[src/rtl/cbc_pkg.sv]
package cbc_pkg;
   typedef enum logic [2:0] {
      POL_NEXT   = 3'd0,
      POL_THRESH = 3'd1,
      POL_NCYC   = 3'd2,
      POL_REPORT = 3'd3,
      POL_OFF    = 3'd4
   } cbc_pol_e;
endpackage

[src/rtl/cbc_sync.sv]
module cbc_sync #(
   parameter int STAGES = 2
) (
   input  logic clk,
   input  logic rst_n,
   input  logic d_i,
   output logic q_o
);
   initial begin
      if (STAGES < 2) $error("cbc_sync: STAGES must be at least 2");
   end

   logic [STAGES-1:0] chain_q;

   generate
      for (genvar g = 0; g < STAGES; g++) begin : g_stage
         if (g == 0) begin : g_first
            always_ff @(posedge clk or negedge rst_n)
               if (!rst_n) chain_q[0] <= 1'b0;
               else        chain_q[0] <= d_i;
         end else begin : g_rest
            always_ff @(posedge clk or negedge rst_n)
               if (!rst_n) chain_q[g] <= 1'b0;
               else        chain_q[g] <= chain_q[g-1];
         end
      end
   endgenerate

   assign q_o = chain_q[STAGES-1];
endmodule

[src/rtl/cbc_decode.sv]
module cbc_decode
   import cbc_pkg::*;
#(
   parameter int MODE_W = 4,
   parameter int CNT_W  = 3
) (
   input  logic [MODE_W-1:0] mode_i,
   input  logic              hs_mod_i,
   input  logic [CNT_W-1:0]  retry_i,
   output cbc_pol_e          pol_o,
   output logic              fault_en_o
);
   initial begin
      if (MODE_W < 3) $error("cbc_decode: MODE_W must hold codes up to 6");
   end

   localparam logic [MODE_W-1:0] CODE_REPORT = MODE_W'(6);

   always_comb begin
      pol_o      = POL_OFF;
      fault_en_o = 1'b0;
      if (mode_i < CODE_REPORT) begin
         fault_en_o = ~mode_i[0];
         unique case (mode_i[2:1])
            2'd0:    pol_o = POL_NEXT;
            2'd1:    pol_o = hs_mod_i ? POL_THRESH : POL_NEXT;
            default: pol_o = (retry_i == '0) ? POL_NEXT : POL_NCYC;
         endcase
      end else if (mode_i == CODE_REPORT) begin
         pol_o = POL_REPORT;
      end
   end
endmodule

[src/rtl/cbc_ctrl.sv]
module cbc_ctrl
   import cbc_pkg::*;
#(
   parameter int CNT_W = 3
) (
   input  logic             clk,
   input  logic             rst_n,
   input  logic             pwm_start_i,
   input  logic             oc_i,
   input  cbc_pol_e         pol_i,
   input  logic             fault_en_i,
   input  logic [CNT_W-1:0] retry_i,
   output logic             recirc_o,
   output logic             fault_o,
   output logic             status_o
);
   initial begin
      if (CNT_W < 1) $error("cbc_ctrl: CNT_W must be positive");
   end

   localparam logic [CNT_W-1:0] ONE = CNT_W'(1);

   logic             lim_q, lim_d;
   logic [CNT_W-1:0] cnt_q, cnt_d;
   logic             fault_q, status_q;
   logic             acting, trip;

   always_comb begin
      acting = (pol_i == POL_NEXT) || (pol_i == POL_THRESH) || (pol_i == POL_NCYC);
      trip   = acting && oc_i;
      lim_d  = lim_q;
      cnt_d  = cnt_q;
      if (trip) begin
         lim_d = 1'b1;
         cnt_d = retry_i;
      end else begin
         unique case (pol_i)
            POL_NEXT:   if (pwm_start_i) lim_d = 1'b0;
            POL_THRESH: lim_d = 1'b0;
            POL_NCYC:
               if (pwm_start_i && lim_q) begin
                  if (cnt_q <= ONE) lim_d = 1'b0;
                  else              cnt_d = cnt_q - ONE;
               end
            default:    lim_d = 1'b0;
         endcase
      end
   end

   always_ff @(posedge clk or negedge rst_n) begin
      if (!rst_n) begin
         lim_q    <= 1'b0;
         cnt_q    <= '0;
         fault_q  <= 1'b0;
         status_q <= 1'b0;
      end else begin
         lim_q    <= lim_d;
         cnt_q    <= cnt_d;
         fault_q  <= lim_d && fault_en_i;
         status_q <= lim_d || ((pol_i == POL_REPORT) && oc_i);
      end
   end

   assign recirc_o = lim_q;
   assign fault_o  = fault_q;
   assign status_o = status_q;


   next_release_chk: assert property (@(posedge clk) disable iff (!rst_n)
      (pol_i == POL_NEXT && pwm_start_i && !oc_i) |=> !lim_q);


   thresh_release_chk: assert property (@(posedge clk) disable iff (!rst_n)
      (pol_i == POL_THRESH && !oc_i) |=> !lim_q);


   ncyc_hold_chk: assert property (@(posedge clk) disable iff (!rst_n)
      (pol_i == POL_NCYC && lim_q && !oc_i && pwm_start_i && cnt_q > ONE) |=> lim_q);


   trip_chk: assert property (@(posedge clk) disable iff (!rst_n)
      (acting && oc_i) |=> (lim_q && status_q));


   report_chk: assert property (@(posedge clk) disable iff (!rst_n)
      (pol_i == POL_REPORT) |=> (!lim_q && !fault_q));


   off_chk: assert property (@(posedge clk) disable iff (!rst_n)
      (pol_i == POL_OFF) |=> (!lim_q && !fault_q && !status_q));
endmodule

[src/rtl/cbc_limiter.sv]
module cbc_limiter
   import cbc_pkg::*;
#(
   parameter int MODE_W      = 4,
   parameter int CNT_W       = 3,
   parameter int SYNC_STAGES = 2
) (
   input  logic              clk,
   input  logic              rst_n,
   input  logic              pwm_start,
   input  logic              oc_raw,
   input  logic              hs_mod,
   input  logic [MODE_W-1:0] mode,
   input  logic [CNT_W-1:0]  retry_cyc,
   output logic              recirc_req,
   output logic              fault_n,
   output logic              oc_status
);
   logic     oc_sync;
   cbc_pol_e pol;
   logic     fault_en;
   logic     fault_hi;

   cbc_sync #(.STAGES(SYNC_STAGES)) u_sync (
      .clk   (clk),
      .rst_n (rst_n),
      .d_i   (oc_raw),
      .q_o   (oc_sync)
   );

   cbc_decode #(.MODE_W(MODE_W), .CNT_W(CNT_W)) u_dec (
      .mode_i     (mode),
      .hs_mod_i   (hs_mod),
      .retry_i    (retry_cyc),
      .pol_o      (pol),
      .fault_en_o (fault_en)
   );

   cbc_ctrl #(.CNT_W(CNT_W)) u_ctrl (
      .clk         (clk),
      .rst_n       (rst_n),
      .pwm_start_i (pwm_start),
      .oc_i        (oc_sync),
      .pol_i       (pol),
      .fault_en_i  (fault_en),
      .retry_i     (retry_cyc),
      .recirc_o    (recirc_req),
      .fault_o     (fault_hi),
      .status_o    (oc_status)
   );

   assign fault_n = ~fault_hi;


   fault_needs_limit_chk: assert property (@(posedge clk) disable iff (!rst_n)
      !fault_n |-> recirc_req);
endmodule

[config.mk]
export PLATFORM = sky130hd
export DESIGN_NAME = cbc_limiter
export DESIGN_NICKNAME = d
export VERILOG_FILES = /design/src/rtl/cbc_pkg.sv /design/src/rtl/cbc_sync.sv /design/src/rtl/cbc_decode.sv /design/src/rtl/cbc_ctrl.sv /design/src/rtl/cbc_limiter.sv
export SDC_FILE = /design/constraint.sdc
export NUM_CORES = 1
export LEC_CHECK = 0
export ABC_AREA = 1
export BUFFER_PORTS_ARGS = -buffer_cell sky130_fd_sc_hd__buf_2
export CAP_MARGIN = 20
export CORE_AREA = 5 5 42 44
export CTS_CLUSTER_DIAMETER = 60
export CTS_CLUSTER_SIZE = 14
export DETAILED_ROUTE_END_ITERATION = 8
export DIE_AREA = 0 0 47 49
export HOLD_SLACK_MARGIN = 0.06
export PLACE_DENSITY = 0.7
export SKIP_LAST_GASP = 1
export SLEW_MARGIN = 20
export SYNTH_ARGS = -nofsm -noshare
export SYNTH_HDL_FRONTEND = slang
export SYNTH_SLANG_ARGS = --single-unit
[constraint.sdc]
create_clock -name clk -period 1.8 [get_ports clk]
set_input_delay 0.54 -clock clk [delete_from_list [all_inputs] [get_ports clk]]
set_output_delay 0.54 -clock clk [all_outputs]
set_load 0.05 [all_outputs]
==> run_results.csv <==
group,metric,value,unit
layout,layout.nets,94,
setup_path,cp_num_cells,1,
global_routing,grt_max_degree,13,
run_status,status,"finished clean",
pwr,p_per_area,953,mW/mm²
pwr,power.share.sequential,40.5,%
setup_path,critPathLaunchType,"flop",
logic_synthesis,yosys.area_share.simple,36.0,%
place,pre_cts_ws,0.236,ns
setup_path,path_cells,"buf_2",
setup_path,crit-reg2reg-launch,"u_ctrl.cnt_q[1]",
setup_path,cp.required,1.26,ns
setup_path,crit_end,"recirc_req",
timing,fin_ws,0.372,ns
routing,drt_wl_total,896,µm
global_routing,grt_pass1_vias,402,
floorplan,core_area,0.00140,mm²
floorplan,io-pin-count,15,
clocking,clock_path_buffers,2,
logic_synthesis,netlist_area,500,µm²
worst_hold_path,hold_class,"input pin to async pin",
layout,n_antenna_cell,0,
layout,instances_no_fill,94,
pwr,power_switching,202,µW
clocking,clockRootBuffer,"clkbuf_4",
clocking,post_cts.repair.setup_buffers,0,
place,placedCellCount,91,
pwr,internal-power,372,µW
timing,setup_tns,0,ns
timing,rsz0062_at_grt,"false",
global_routing,grt_pass1_wl,1630,µm
logic_synthesis,synth.area.mux_share,0,%
clocking,clk_pin_slew,0.05,ns
setup_path,worst-path-max-fanout,4,
layout,final_layout_size_suffix_gt1_share,34.6,%
setup_path,crit_start,"u_ctrl.recirc_o",
logic_synthesis,synth_top_family_by_area,"simple AND/OR/NAND/NOR gates",
setup_path,r2r_end,"u_ctrl.status_o",
timing,max_freq,0.700,GHz
routing,wl_per_cell,9.53,µm
flow_run,cap_violations,0,
floorplan,rows,14,
clocking,worstSkewPairLatency,0.24,ns
logic_synthesis,synth_compound_area_share,8.25,%
global_routing,grt_usage,9.60,%
timing,fin_worst_skew,0.00278,ns
clocking,hold_buffers,0,
pwr,cellLeakagePower,0.000326,µW
logic_synthesis,synth_cells,62,
setup_path,critPathCaptureType,"primary output",
clocking,cts_tree,"done",
logic_synthesis,synth.distinct_cells,19,
floorplan,die_h,49,µm
floorplan,dieArea,0.00230,mm²
setup_path,r2r_slack,0.53,ns
logic_synthesis,avgSynthCellArea,8.07,µm²
setup_path,critPathArrivalTime,0.89,ns
floorplan,die_w,47,µm
clocking,cts-resized-gates,0,
timing,hold_viol_final,0,
global_routing,antenna_found_initial,0,
routing,first_pass_iters,2,
clocking,h-tree-depth,1,
logic_synthesis,synth_xor_area_share,1.75,%
logic_synthesis,ys_seq_area_share,40.0,%
routing,drt_iter0_drc,2,
setup_path,slowest_stage,"dfrtp_1",
timing,post-route-min-period,1.43,ns
layout,syn_to_final_growth,20.2,%
timing,tightest_slew,0.261,ns
pwr,switching_share,35.2,%
logic_synthesis,synth_fp_nets,76,
place,dp.final_hpwl,745,µm
routing,avgViaCountPerCell,4.51,
routing,final_antenna_net_count,0,
place,portBuffers,14,
timing,max-slew-margin-rel,82.6,%
routing,num_vias,424,
clocking,numCtsBuffers,3,
layout,regArea,200,µm²
setup_path,cpPeakStageDelay,0.37,ns
timing,layout_worst_path_cycle_share,79.3,%
setup_path,critPathBufInv,1,
clocking,cts.sinks,8,
global_routing,gr-total-overflow,0,
pwr,p_comb_share,37.2,%
floorplan,start_util,35.7,%
logic_synthesis,synthAdderAreaFrac,5.00,%
setup_path,crit_family,"flip-flops",
pwr,clkPwrFrac,22.2,%
layout,multi_input_area,255,µm²
pwr,ir_drop,0.363,mV
setup_path,r2r_cells,9,
routing,route.detailed.drc,0,
layout,nFillCells,164,
logic_synthesis,ys_ff_latch,8,
logic_synthesis,yosysWarningCount,0,
setup_path,crit_type,"flop to primary output",
place,gp_congestion,0.735,
timing,setup_viol,0,
timing,slew_viol_final,0,
-- logic make-up (layout without fill, tap and decap cells) --
kind of cell	Yosys count	in the layout
adder cells (fa/ha/maj)	2	2
AO/OA/AOI/OAI	6	6
flip-flops	8	8
buffers and inverters	10	26
XOR/XNOR	1	1
AND/OR/NAND/NOR	35	35
-- Yosys cell counts (all sizes together) --
cell / number / area (µm²)
nand2: 18 / 72.6
o21ai: 5 / 32.5
inv: 9 / 33.8
xnor2: 1 / 8.76
buf: 1 / 11.3
nand3: 7 / 50.1
or2: 1 / 6.26
a21oi: 1 / 8.76
dfrtp: 8 / 200
nor3: 1 / 5.00
ha: 2 / 25.0
nor3b: 1 / 7.51
nor2: 3 / 13.8
nand4: 4 / 25.0
-- metrics by stage --
stage	hold WS, ns	util [%]	instance area (µm²)	power (µW)
3_5_place_dp	0.337	41.3	579	450
3_3_place_gp	0.334	41.3	579	447
6_report	0.120	42.9	602	574
5_1_grt	0.113	42.9	602	637
2_1_floorplan	0.244	-	500	401
4_1_cts	0.116	42.9	602	586
-- worst min path at each step --
stage / to / slack [ns] / cells after the start
floorplan: u_ctrl.cnt_q[0] / 0.24 / 0
global placement: u_sync.q_o / 0.33 / 0
detailed placement: u_sync.q_o / 0.34 / 0
CTS: u_ctrl.recirc_o / 0.12 / 1
global route: u_ctrl.recirc_o / 0.11 / 1
finish: u_ctrl.recirc_o / 0.12 / 1
-- area by class of cell --
| type | instances | share of cell area, % |
|---|---|---|
| clock buffer | 3 | 3.74 |
| timing repair buffer | 14 | 11.6 |
| sequential | 8 | 33.3 |
| tap | 16 | 3.33 |
| inverter | 9 | 5.61 |
| multi-input combinational | 44 | 42.4 |
-- metal layers --
metal  track usage, %  part of all wire [%]
met4             6.91                   1.9
met1             15.0                    48
met3             1.11                   5.6
met2             11.5                    44
met5                0                     0
-- state kept, by name, indices dropped and copies added (netlist names) --
| register | count |
|---|---|
| u_ctrl.fault_o | 1 |
| u_ctrl.cnt_q | 3 |
| u_ctrl.status_o | 1 |
| u_sync.chain_q | 1 |
| u_ctrl.recirc_o | 1 |
| u_sync.q_o | 1 |
-- power groups by stage --
stage | Combinational, µW | Clock, µW | Sequential, µW
2_1_floorplan | 158 | 0 | 242
3_3_place_gp | 213 | 0 | 235
3_5_place_dp | 214 | 0 | 235
4_1_cts | 216 | 137 | 233
5_1_grt | 249 | 151 | 238
6_report | 214 | 128 | 232
-- cells in the final DEF (no fill, tap or decap) --
cell / n
a21oi_2: 1
buf_2: 14
clkbuf_4: 3
dfrtp_1: 8
ha_1: 2
inv_1: 9
nand2_1: 16
nand2_2: 2
nand3_1: 4
nand3_2: 3
nand4_1: 4
nor2_1: 2
nor2_2: 1
nor3_1: 1
nor3b_1: 1
o21ai_0: 2
o21ai_1: 1
o21ai_2: 2
or2_2: 1
xnor2_1: 1
Power figures use the tool's default switching activity.
